**src/rtl/evt_mod3_pkg.sv**
```systemverilog
package evt_mod3_pkg;

   // Pair of event strobes leaving a parity toggle
   typedef struct packed {
      logic first;   // odd-numbered input events
      logic second;  // even-numbered input events
   } evt_pair_t;

   localparam int MAX_SYNC_STAGES = 4;

endpackage

```
**src/rtl/evt_in_sync.sv**
```systemverilog
module evt_in_sync #(
   parameter int STAGES = 0
) (
   input  logic clk,
   input  logic rst_n,
   input  logic lvl_i,
   output logic lvl_o
);

   generate
      if (STAGES == 0) begin : g_pass
         assign lvl_o = lvl_i;
      end else begin : g_chain
         logic [STAGES-1:0] sr;
         always_ff @(posedge clk or negedge rst_n) begin
            if (!rst_n) sr <= '0;
            else        sr <= {sr[STAGES-2 >= 0 ? STAGES-2 : 0 : 0], lvl_i};
         end
         if (STAGES == 1) begin : g_one
            assign lvl_o = sr[0];
         end else begin : g_many
            assign lvl_o = sr[STAGES-1];
         end
      end
   endgenerate

endmodule

```
**src/rtl/evt_merge.sv**
```systemverilog
module evt_merge (
   input  logic clk,
   input  logic rst_n,
   input  logic ev_a_i,
   input  logic ev_b_i,
   output logic ev_o
);

   assign ev_o = ev_a_i | ev_b_i;


   no_collide_chk: assert property (@(posedge clk) disable iff (!rst_n)
      !(ev_a_i && ev_b_i));

endmodule

```
**src/rtl/evt_toggle.sv**
```systemverilog
module evt_toggle
   import evt_mod3_pkg::*;
(
   input  logic      clk,
   input  logic      rst_n,
   input  logic      ev_i,
   output evt_pair_t ev_o
);

   logic par;  // 0: next event is odd-numbered

   always_ff @(posedge clk or negedge rst_n) begin
      if (!rst_n)    par <= 1'b0;
      else if (ev_i) par <= ~par;
   end

   always_comb begin
      ev_o.first  = ev_i & ~par;
      ev_o.second = ev_i &  par;
   end


   par_flip_chk: assert property (@(posedge clk) disable iff (!rst_n)
      ev_i |=> (par != $past(par)));


   par_hold_chk: assert property (@(posedge clk) disable iff (!rst_n)
      !ev_i |=> $stable(par));

endmodule

```
**src/rtl/evt_mod3_counter.sv**
```systemverilog
module evt_mod3_counter
   import evt_mod3_pkg::*;
#(
   parameter int SYNC_STAGES = 0,
   parameter bit ERR_STICKY  = 1'b1
) (
   input  logic clk,
   input  logic rst_n,
   input  logic req_w,
   output logic more_w,
   output logic last_w,
   output logic proto_err
);

   generate
      if (SYNC_STAGES < 0 || SYNC_STAGES > MAX_SYNC_STAGES) begin : g_bad_cfg
         $error("evt_mod3_counter: SYNC_STAGES out of range");
      end
   endgenerate

   logic req_s, req_prev, ev_req, acc_req, drop_req;
   logic busy;
   logic fb_lvl, fb_prev, ev_fb, ev_merged;
   logic more_lvl, last_lvl, err_q;
   evt_pair_t stage1_o, stage2_o;

   evt_in_sync #(.STAGES(SYNC_STAGES)) u_sync (
      .clk(clk), .rst_n(rst_n), .lvl_i(req_w), .lvl_o(req_s));

   // Request event detection and handshake guard
   always_ff @(posedge clk or negedge rst_n) begin
      if (!rst_n) begin
         req_prev <= 1'b0;
         fb_prev  <= 1'b0;
      end else begin
         req_prev <= req_s;
         fb_prev  <= fb_lvl;
      end
   end

   assign ev_req   = req_s ^ req_prev;
   assign acc_req  = ev_req & ~busy;
   assign drop_req = ev_req &  busy;
   assign ev_fb    = fb_lvl ^ fb_prev;

   evt_merge u_merge (
      .clk(clk), .rst_n(rst_n),
      .ev_a_i(acc_req), .ev_b_i(ev_fb), .ev_o(ev_merged));

   evt_toggle u_stage1 (
      .clk(clk), .rst_n(rst_n), .ev_i(ev_merged), .ev_o(stage1_o));

   evt_toggle u_stage2 (
      .clk(clk), .rst_n(rst_n), .ev_i(stage1_o.second), .ev_o(stage2_o));

   // Wire levels: each strobe flips its wire
   always_ff @(posedge clk or negedge rst_n) begin
      if (!rst_n) begin
         more_lvl <= 1'b0;
         last_lvl <= 1'b0;
         fb_lvl   <= 1'b0;
         busy     <= 1'b0;
      end else begin
         more_lvl <= more_lvl ^ stage1_o.first;
         last_lvl <= last_lvl ^ stage2_o.second;
         fb_lvl   <= fb_lvl   ^ stage2_o.first;
         busy     <= (busy | acc_req) & ~(stage1_o.first | stage2_o.second);
      end
   end

   generate
      if (ERR_STICKY) begin : g_err_sticky
         always_ff @(posedge clk or negedge rst_n) begin
            if (!rst_n) err_q <= 1'b0;
            else        err_q <= err_q | drop_req;
         end

         err_hold_chk: assert property (@(posedge clk) disable iff (!rst_n)
            err_q |=> err_q);
      end else begin : g_err_pulse
         always_ff @(posedge clk or negedge rst_n) begin
            if (!rst_n) err_q <= 1'b0;
            else        err_q <= drop_req;
         end
      end
   endgenerate

   assign more_w    = more_lvl;
   assign last_w    = last_lvl;
   assign proto_err = err_q;


   reset_idle_chk: assert property (@(posedge clk)
      !rst_n |=> (!more_w && !last_w && !proto_err));


   no_spurious_chk: assert property (@(posedge clk) disable iff (!rst_n)
      (!busy && !acc_req) |=> ($stable(more_w) && $stable(last_w)));


   single_answer_chk: assert property (@(posedge clk) disable iff (!rst_n)
      1'b1 |=> ($stable(more_w) || $stable(last_w)));


   busy_bound_chk: assert property (@(posedge clk) disable iff (!rst_n)
      busy |=> !busy);


   err_set_chk: assert property (@(posedge clk) disable iff (!rst_n)
      drop_req |=> proto_err);

endmodule

```
**config.mk**
```make
export PLATFORM = sky130hd
export DESIGN_NAME = evt_mod3_counter
export DESIGN_NICKNAME = d
export VERILOG_FILES = /design/src/rtl/evt_mod3_pkg.sv /design/src/rtl/evt_in_sync.sv /design/src/rtl/evt_merge.sv /design/src/rtl/evt_toggle.sv /design/src/rtl/evt_mod3_counter.sv
export SDC_FILE = /design/constraint.sdc
export NUM_CORES = 1
export LEC_CHECK = 0
export BUFFER_PORTS_ARGS = -buffer_cell sky130_fd_sc_hd__buf_2
export CORE_AREA = 4 4 41 43
export DETAILED_ROUTE_END_ITERATION = 10
export DIE_AREA = 0 0 45 47
export GPL_TIMING_DRIVEN = 0
export SLEW_MARGIN = 10
export SYNTH_ARGS = -nofsm -noshare
export SYNTH_HDL_FRONTEND = slang
export SYNTH_SLANG_ARGS = --single-unit
```
**constraint.sdc**
```tcl
create_clock -name clk -period 1.5 [get_ports clk]
set_input_delay 0.15 -clock clk [delete_from_list [all_inputs] [get_ports clk]]
set_output_delay 0.15 -clock clk [all_outputs]
set_load 0.005 [all_outputs]
```
==> results.md, run 1 <==
- Status: complete, no violations
- Synthesized area: 388 um^2
- Final slew viol count: 0
- Top cells by area, synth: dfrtp_1 58%, xnor2_1 6.8%, xor2_1 6.8%, o22ai_1 4.8%, o21ai_0 3.9%
- Clk_lat worst skew: between 200 and 300 ps
- Setup total negative slack: 0 ps
- Final min period: 1320 ps
- Num CTS Buffers: 3
- Leak: 0.211 nW
- Power Density: 2150 nW/um^2
- Final ANT Viol Nets: 0
- P_int: approximately 0.64 mW
- I/O Pins: 6
- DIE AREA: around 2100 um^2
- Post-place instance area: roughly 430 um^2
- CTS tree: built
- Final instance area: roughly 480 um^2
- GRT Residual Overflow: 0
- Worst VDD drop: 1.11 mV
- Fmax: 760 MHz
- DR pass1 iterations: 3
- Cell taking the most area after synthesis: dfrtp_1
- Layout fillers: 127
- Commonest cells after routing, fill and taps aside: 9 x dfrtp_1, 5 x buf_2
- WL met1: 311 um
- Setup ws final: 185 ps
- Clk root buf: clkbuf_4
- Post-synthesis sequential area ratio: 58.1%
- # DRC: 0
- Sequential share of power: 44.5%
- Clock share of power: approximately 18%
- Total power: 1.02 mW
- Initial DRC count: 2
- PortBufs: 5
- Combinational Power Share: 37.4%
- Via density: roughly 4.7
- Max Cap Viol: 0
- Via count: between 200 and 300
- Syn Inst Count: 34
- Critical path peak fanout: 5
- Final Util: 36.5%
- Worst Path Required: 1640 ps
- Clk_skew: 7.41 ps
- Most common cell after layout, fill and taps aside: dfrtp_1
- Final hold vios: 0
- Met3 WL: 49 um
- Post-Layout Cell Count: 59
- Nets: 48
- Register area: 225 um^2
- Syn avg cell area: 11.4 um^2
- Relative slew slack: 71.1%
- Routability Congestion: 0.753
- Metal2 WL: 303 um
- Count of different cell masters after synthesis: 15
- Total global-route track usage: under 10%
- Min Hold Slack: 36.9 ps
- Worst setup path category: reg2reg
- First-pass GRT wire length: ~1.2 mm
- Clock sinks: 9
- CTS HTree Levels: 1
- Multi-input gate area: 163 um^2
- CTS max path bufs: 2
- Area grow syn2layout: 22.6%
- NetSw: 0.379 mW
- Unrepaired setup endpoints after global routing: false
- Std-Cell Core Area: 1300 um^2
- Clock Pin Slew Worst Setup and Hold Paths: 60 ps
- Hpwl dp: 455 um
- Final setup viols: 0
- Measured slew at the worst slew-check pin: 430 ps
- Worst setup SP type: flip-flop
- Sw frac: between 30 and 40%
- Rows: 13
- Die H: about 47 um
- Vias in the first global route: 273
- Ant diodes: 0
- Post-Syn Nets: 37
- Placed insts: 54
- Top cell type's share of synthesized area: 58.1%
- Synth Register Bits: 9
- Largest net degree at the start of global routing: 10
- Final WL: approximately 670 um
- Layout cell share with drive strength beyond 1: a little under a quarter
- Dpl ws: 114 ps
- Yosys warnings: 0
- Period utilization: ~88%
- Max Used Layer: met4
- Hold Path Class: in2reg
- Die X: 45 um
- Mean routed wirelength per cell: 11.4 um
- Critical Path AT: 1450 ps
- Initial antenna violation count: 0
- Initial core utilization: 29.8%
- CP endpoint kind: flip-flop
logic make-up (layout without fill, tap and decap cells):
group,after synthesis,count (layout),synth area share [%]
XOR/XNOR,6,6,13.6
buffers and inverters,2,12,1.94
flip-flops,9,9,58.1
AO/OA/AOI/OAI,8,8,12.6
AND/OR/NAND/NOR,9,9,13.9
worst max-delay path, cell delays in order, from the launching register on:
cell	delay [ps]
dfrtp_1	410
xnor2_1	400
o21ai_0	210
xnor2_1	170
state kept, by name, indices dropped and copies added (netlist names):
register      flops
busy              1
fb_lvl            1
fb_prev           1
last_w            1
more_w            1
proto_err         1
req_prev          1
u_stage1.par      1
u_stage2.par      1
Yosys cell counts:
| cell | instances |
|---|---|
| nand3b_1 | 1 |
| nand2b_1 | 2 |
| xnor2_1 | 3 |
| and2b_1 | 1 |
| o21bai_1 | 1 |
| o21ai_0 | 3 |
| or4_1 | 1 |
| or2_2 | 1 |
| o22ai_1 | 3 |
| nand3_1 | 1 |
| inv_1 | 2 |
| dfrtp_1 | 9 |
| nand2_1 | 2 |
| xor2_1 | 3 |
| o211ai_1 | 1 |
final timing paths:
path                       slack (ps)             start  depth (start not counted)                        to
min in group asynchronous         260             rst_n                          2         fb_prev$_DFF_PN0_
max reg2reg                       180  fb_lvl$_DFF_PN0_                          3  u_stage1.par$_DFFE_PN0N_
min reg2reg                       450  fb_lvl$_DFF_PN0_                          0         fb_prev$_DFF_PN0_
max                               180  fb_lvl$_DFF_PN0_                          3  u_stage1.par$_DFFE_PN0N_
min                                40             req_w                          1        req_prev$_DFF_PN0_
max in group asynchronous        1050             rst_n                          2       proto_err$_DFF_PN0_
metal layers:
layer | vias up | GRT usage (%)
met5 | - | 0
met4 | 0 | 1.75
met3 | 3 | 5.75
met2 | 8 | 13.3
met1 | 131 | 8.47
li1 | 138 | -
power groups by stage:
stage / logic, mW / registers, mW / clock network [mW]
CTS: 0.383 / 0.455 / 0.193
finish: 0.382 / 0.455 / 0.186
global placement: 0.364 / 0.453 / 0
global route: 0.437 / 0.473 / 0.202
detailed placement: 0.373 / 0.456 / 0
floorplan: 0.292 / 0.437 / 0
final cells by class:
class / instances / area share, %
clock buffers: 4 / 5.53
inverters: 2 / 1.58
multi-input cells: 23 / 34.2
flip-flops and latches: 9 / 47.4
well taps: 15 / 3.95
repair buffers: 6 / 7.37
what timing repair did:
item	CTS	global route
endpoints found under the setup margin	0	4
hold endpoints to repair	9	0
hold buffers	1	0
buffers inserted	0	0
gates resized for setup	0	1
Note: power is estimated with default switching activity, not from simulation.
==> run 2: changes to the inputs <==
--- a/config.mk
+++ b/config.mk
@@ -10,7 +10,10 @@
 export DETAILED_ROUTE_END_ITERATION = 10
 export DIE_AREA = 0 0 45 47
 export GPL_TIMING_DRIVEN = 0
+export PLACE_DENSITY = 0.46
+export SETUP_SLACK_MARGIN = 0.2
 export SLEW_MARGIN = 10
 export SYNTH_ARGS = -nofsm -noshare
 export SYNTH_HDL_FRONTEND = slang
+export SYNTH_HIERARCHICAL = 1
 export SYNTH_SLANG_ARGS = --single-unit
==> results.md, run 2 <==
- Vias in the first global route: 242 (-11%)
- Synth Area in Adders: 0% (unchanged)
- Total global-route track usage: 7.37% (-0.71 points)
- Compound-Gate Fraction of Synth Area: 5.56% (-7.0 points)
- Count leader, synth: dfrtp_1
- Register area: 225 um^2 (unchanged)
- Initial antenna violation count: 0 (unchanged)
- Relative slew slack: 86.7% (+16 points)
- Final min period: 1440 ps (+126 ps)
- Reg2Reg Depth: 6 (+3)
- Mean routed wirelength per cell: 10.2 um (-11%)
- Measured slew at the worst slew-check pin: 199 ps (-231 ps)
- PortBufs: 4 (-1)
- Std-Cell Core Area: 1300 um^2 (unchanged)
- Final instance area: 494 um^2 (+3.9%)
- Final Util: 38.0% (+1.4 points)
- Initial DRC count: 1 (-1)
- CP endpoint kind: flip-flop
- Power Density: 2250 nW/um^2 (+4.5%)
- Post-place instance area: 409 um^2 (-5.2%)
- Post-Syn Nets: 29 (-22%)
- GRT Residual Overflow: 0 (unchanged)
- Clk root buf: clkbuf_4
- Initial core utilization: 27.7% (-2.1 points)
- Reg-to-Reg End: fb_lvl$_DFF_PN0_
- Status: complete, no violations
- Nets: 44 (-8.3%)
- Final setup viols: 0 (unchanged)
- Top_reg_cell synth: dfrtp_1
- First-pass GRT wire length: 1.07 mm (-7.2%)
- Critical path peak fanout: 3 (-2)
- Count of different cell masters after synthesis: 11 (-4)
- Hold endpoint: req_prev$_DFF_PN0_
- Clock Pin Slew Worst Setup and Hold Paths: 60 ps (about the same)
- Syn avg cell area: 13.9 um^2 (+21%)
- DIE AREA: 2120 um^2 (unchanged)
- Syn Inst Count: 26 (-24%)
- Post-synthesis sequential area ratio: 62.5% (+4.4 points)
- Top cell type's share of synthesized area: 62.5% (+4.4 points)
- Yosys warnings: 6 (+6)
- Worst VDD drop: 0.914 mV (-18%)
- Most common cell after layout, fill and taps aside: dfrtp_1
- Via density: 4.02 (-15%)
- I/O Pins: 6 (unchanged)
- CTS HTree Levels: 1 (unchanged)
- Period utilization: 96.1% (+8.4 points)
- Hold Path Stages: 1 (unchanged)
- Via count: 221 (-21%)
- # DRC: 0 (unchanged)
- Async S/R FF share, synth: 100% (unchanged)
- Synth cell count leaders: 9 x dfrtp_1, 6 x xor2_1, 2 x and2_2, 2 x and2b_2
- DR pass1 iterations: 2 (-1)
- Die H: 47 um (unchanged)
- CTS tree: built
- Rows: 13 (unchanged)
- Post-synth EDFFs: 0 (unchanged)
- Largest family of logic cells by synthesized area: XOR/XNOR gates
- Multi-input gate area: 141 um^2 (-13%)
- Commonest cells after routing, fill and taps aside: 9 x dfrtp_1, 5 x xor2_1, 5 x buf_4
- Flop-to-flop setup slack: 60 ps (-130 ps)
- Critical Path AT: 1580 ps (+130 ps)
- Cell taking the most area after synthesis: dfrtp_1
- Ant diodes: 0 (unchanged)
- Synthesized area: 360 um^2 (-7.1%)
- Simple-Gate Fraction of Synth Area: 11.8% (-2.1 points)
- Worst Path Required: 1640 ps (about the same)
- Num CTS Buffers: 3 (unchanged)
- Post-Synth XOR/XNOR Area: 17.0% (+3.5 points)
- Area grow syn2layout: 37.2%
- Layout fillers: 139 (+9.4%)
- Synth Register Bits: 9 (unchanged)
- Unrepaired setup endpoints after global routing: true
- Hold_sp: req_w
- Layout cell share with drive strength beyond 1: 50.0% (+27 points)
- Fmax: 694 MHz (-8.8%)
- Final slew viol count: 0 (unchanged)
- Clk_skew: 0.740 ps (-6.66 ps)
- R2R Path Start: req_prev$_DFF_PN0_
- Max Cap Viol: 0 (unchanged)
- Post-synthesis mux area share: 0% (unchanged)
- CTS max path bufs: 2 (unchanged)
- Hold Path Class: in2reg
- Final ANT Viol Nets: 0 (unchanged)
- Clk_lat worst skew: 250 ps (about the same)
- Top cells by area, synth: dfrtp_1 63%, xor2_1 15%, and2b_2 4.9%, and2_2 4.2%, a211oi_2 3.5%
- Clock sinks: 9 (unchanged)
- Final hold vios: 0 (unchanged)
- Final WL: 561 um (-17%)
- Routability Congestion: 0.659 (-12%)
- Leak: 0.237 nW (+12%)
- Worst setup SP type: flip-flop
- Worst setup path category: reg2reg
- Die X: 45 um (unchanged)
- Largest net degree at the start of global routing: 10 (unchanged)
## run 2: cell types whose count changed after synthesis, moves of 2 or more
cell and delta:
o21ai_0 -3, and2b_2 +2, nand2_1 -2, nand2b_1 -2, xnor2_1 -2, and2_2 +2, o22ai_1 -3, xor2_1 +3
## run 2: worst max-delay path: stages (launching register included)
cell and delay, ps:
dfrtp_1 390, xnor2_2 150, nor2_1 60, or2_1 260, and2_4 150, and2b_2 190
xor2_1 130
## run 2: cells by family (layout without fill, tap and decap cells)
group           Yosys count  after routing
flops                     9              9
simple gates              6              6
compound gates            2              2
buf+inv                   2             16
xor+xnor                  7              7
## run 2: cell type report
class | instances | area share [%]
flip-flops and latches | 9 | 45.6
multi-input cells | 15 | 28.6
repair buffers | 10 | 14.4
clock buffers | 4 | 5.32
well taps | 15 | 3.80
plain buffers | 1 | 1.52
inverters | 1 | 0.759
## run 2: power breakdown
group	leakage, nW	switching (mW)	internal [mW]
clock network	0.0150	0.0792	0.102
registers	0.103	0.0740	0.353
logic	0.119	0.188	0.314
## run 2: worst max-delay path by stage
stage,depth (start not counted),from,end
after CTS,6,req_prev$_DFF_PN0_,fb_lvl$_DFF_PN0_
after global routing,6,req_prev$_DFF_PN0_,fb_lvl$_DFF_PN0_
after floorplan,6,req_prev$_DFF_PN0_,fb_lvl$_DFF_PN0_
after global placement,6,req_prev$_DFF_PN0_,fb_lvl$_DFF_PN0_
after detailed placement,6,req_prev$_DFF_PN0_,fb_lvl$_DFF_PN0_
final,6,req_prev$_DFF_PN0_,fb_lvl$_DFF_PN0_
## run 2: repair_timing
action                                  4_1_cts  5_1_grt
hold buffers                                  1        0
buffers inserted                              3        2
pin swaps                                     4        2
hold endpoints to repair                      9        0
endpoints found under the setup margin        5        6
gates resized for setup                       0        2
## run 2: per-stage QoR
step / instances / setup TNS, ps / total power [mW] / hold WS (ps) / setup WS, ps
finish: 55 / 0 / 1.11 / 30.2 / 58.2
global route: 55 / -3.13 / 1.20 / 18.5 / -3.13
CTS: 53 / 0 / 1.05 / 18.6 / 49.4
detailed placement: 45 / -2.42 / 0.786 / 8.73 / -2.42
global placement: 45 / -5.64 / 0.780 / 6.01 / -5.64
floorplan: 26 / 0 / 0.707 / -146 / 59.4
## run 2: metal layers
layer	track usage [%]	routed length, um	up-vias
li1	-	-	108
met1	8.98	241	110
met2	10.7	285	3
met3	2.68	34	0
met4	5.26	0	0
met5	0	0	-
==> run 3: changes to the inputs <==
--- a/config.mk
+++ b/config.mk
@@ -7,10 +7,11 @@
 export LEC_CHECK = 0
 export BUFFER_PORTS_ARGS = -buffer_cell sky130_fd_sc_hd__buf_2
 export CORE_AREA = 4 4 41 43
+export CTS_CLUSTER_DIAMETER = 80
 export DETAILED_ROUTE_END_ITERATION = 10
 export DIE_AREA = 0 0 45 47
 export GPL_TIMING_DRIVEN = 0
-export PLACE_DENSITY = 0.46
+export PLACE_DENSITY = 0.5
 export SETUP_SLACK_MARGIN = 0.2
 export SLEW_MARGIN = 10
 export SYNTH_ARGS = -nofsm -noshare
==> results.md, run 3 (synthesis gave the netlist of run 2 again) <==
- Status: complete, no violations
- Grt met3 use: 3.45% (+0.77 points)
- Initial core utilization: 27.7% (unchanged)
- Period utilization: 96.0% (-0.12 points)
- Worst setup SP type: flip-flop
- I/O Pins: 6 (unchanged)
- CTS tree: built
- Mean routed wirelength per cell: 10.8 um (+6.2%)
- First-pass GRT wire length: 993 um (-7.1%)
- Routability Congestion: 0.674 (+2.3%)
- Setup ws final: 60.0 ps (+1.84 ps)
- Flop-to-flop setup slack: 60 ps (about the same)
- Final WL: 585 um (+4.3%)
- Worst VDD drop: 0.772 mV (-15%)
- Rows: 13 (unchanged)
- Ant diodes: 0 (unchanged)
- Unrepaired setup endpoints after global routing: true
- Most common cell after layout, fill and taps aside: dfrtp_1
- Crit path capture: fb_lvl$_DFF_PN0_
- PortBufs: 4 (unchanged)
- DR pass1 iterations: 1 (-1)
- Clk_lat worst skew: 250 ps (about the same)
- Final setup viols: 0 (unchanged)
- Fmax: 694 MHz (+0.13%)
- Num CTS Buffers: 3 (unchanged)
- Initial DRC count: 0 (-1)
- Dpl ws: -20.1 ps (-17.7 ps)
- M1 GR Usage: 8.06% (-0.93 points)
- Die H: 47 um (unchanged)
- Met2 GRT Util: 10.2% (-0.56 points)
- Start point of the critical path: req_prev$_DFF_PN0_
- Commonest cells after routing, fill and taps aside: 9 x dfrtp_1, 6 x xor2_1, 4 x buf_2, 4 x buf_4, 3 x clkbuf_4
- CTS max path bufs: 2 (unchanged)
- # DRC: 0 (unchanged)
- R2R Path Start: req_prev$_DFF_PN0_
- Via density: 4.02 (about the same)
- Relative slew slack: 87.0% (+0.23 points)
- Leak: 0.231 nW (-2.5%)
- DIE AREA: 2120 um^2 (unchanged)
- Final slew viol count: 0 (unchanged)
- Reg2Reg Depth: 6 (unchanged)
- Max Cap Viol: 0 (unchanged)
- GRT Residual Overflow: 0 (unchanged)
- Std-Cell Core Area: 1300 um^2 (unchanged)
- Clock Pin Slew Worst Setup and Hold Paths: 60 ps (about the same)
- Critical path peak fanout: 3 (unchanged)
- Measured slew at the worst slew-check pin: 195 ps (-3.42 ps)
- Final hold vios: 0 (unchanged)
- Largest net degree at the start of global routing: 10 (unchanged)
- Initial antenna violation count: 0 (unchanged)
- Via count: 217 (-1.8%)
- Reg-to-Reg End: fb_lvl$_DFF_PN0_
- Hold Path Class: in2reg
- CTS HTree Levels: 1 (unchanged)
- Total global-route track usage: 6.81% (-0.55 points)
- Die X: 45 um (unchanged)
- Vias in the first global route: 242 (unchanged)
- Clk_skew: 1.46 ps (+0.716 ps)
- Worst Path Required: 1640 ps (about the same)
- Most Crowded Layer GR: met2
- Area grow syn2layout: 33.0%
- Clock sinks: 9 (unchanged)
- Layout fillers: 144 (+3.6%)
- Nets: 43 (-2.3%)
- CP endpoint kind: flip-flop
- Power Density: 2290 nW/um^2 (+1.7%)
- Final min period: 1440 ps (-1.84 ps)
- Final ANT Viol Nets: 0 (unchanged)
- Min Hold Slack: 31.7 ps (+1.42 ps)
- Critical Path AT: 1580 ps (about the same)
- Worst setup path category: reg2reg
- Clk root buf: clkbuf_4
- Layout cell share with drive strength beyond 1: 46.2% (-3.8 points)
==> run 3: cell count changes in the layout (fill, tap and decap cells not counted) <==
cell	before	now
buf_4	5	4
xor2_2	1	0
xor2_1	5	6
==> run 3: worst max-delay path: stages, from the launching register on <==
cell	delay, ps
dfrtp_1	390
xnor2_2	160
nor2_1	60
or2_1	240
and2_4	160
and2b_2	190
xor2_1	130
==> run 3: worst min-delay path by stage <==
stage	from	end	slack, ps	cells past startpoint
after floorplan	rst_n	busy$_DFF_PN0_	-150	0
after global placement	rst_n	req_prev$_DFF_PN0_	7	1
after detailed placement	rst_n	proto_err$_DFF_PN0_	9	1
after CTS	req_w	req_prev$_DFF_PN0_	20	1
after global routing	req_w	req_prev$_DFF_PN0_	20	1
final	req_w	req_prev$_DFF_PN0_	30	1
==> run 3: area by class of cell <==
| class | instances | area (um^2) | share of cell area [%] |
|---|---|---|---|
| sequential | 9 | 225 | 47.0 |
| multi-input combinational | 15 | 134 | 27.9 |
| timing repair buffer | 9 | 63.8 | 13.3 |
| clock buffer | 4 | 26.3 | 5.48 |
| tap | 15 | 18.8 | 3.92 |
| buffer | 1 | 7.51 | 1.57 |
| inverter | 1 | 3.75 | 0.783 |
==> run 3: power breakdown <==
part | switching, mW | leakage [nW] | total [mW] | internal [mW]
combinational | 0.189 | 0.113 | 0.490 | 0.301
sequential | 0.0726 | 0.103 | 0.426 | 0.353
clock | 0.0770 | 0.0150 | 0.179 | 0.102
==> run 3: per-layer routing <==
layer  vias to the layer above  part of all wire (%)
met5                         -                     0
met4                         0                     0
met3                         0                   5.6
met2                         3                    52
met1                       109                    43
li1                        105                     -
==> run 3: stage by stage <==
stage / utilization [%] / power (mW) / setup TNS [ps] / area (um^2) / std cells
4_1_cts: 36.0 / 1.05 / 0 / 468 / 53
3_3_place_gp: 31.4 / 0.780 / -9.85 / 409 / 45
3_5_place_dp: 31.4 / 0.793 / -20.1 / 409 / 45
2_1_floorplan: - / 0.707 / 0 / 370 / 26
6_report: 36.8 / 1.10 / 0 / 479 / 54
5_1_grt: 36.8 / 1.19 / 0 / 479 / 54
==> run 3: repair_timing <==
action,CTS,global route
cloned,0,0
hold buffers,1,0
setup buffers,3,1
hold endpoints to repair,9,0
gates resized for setup,0,1
pin swaps,3,1
setup endpoints to repair,5,6
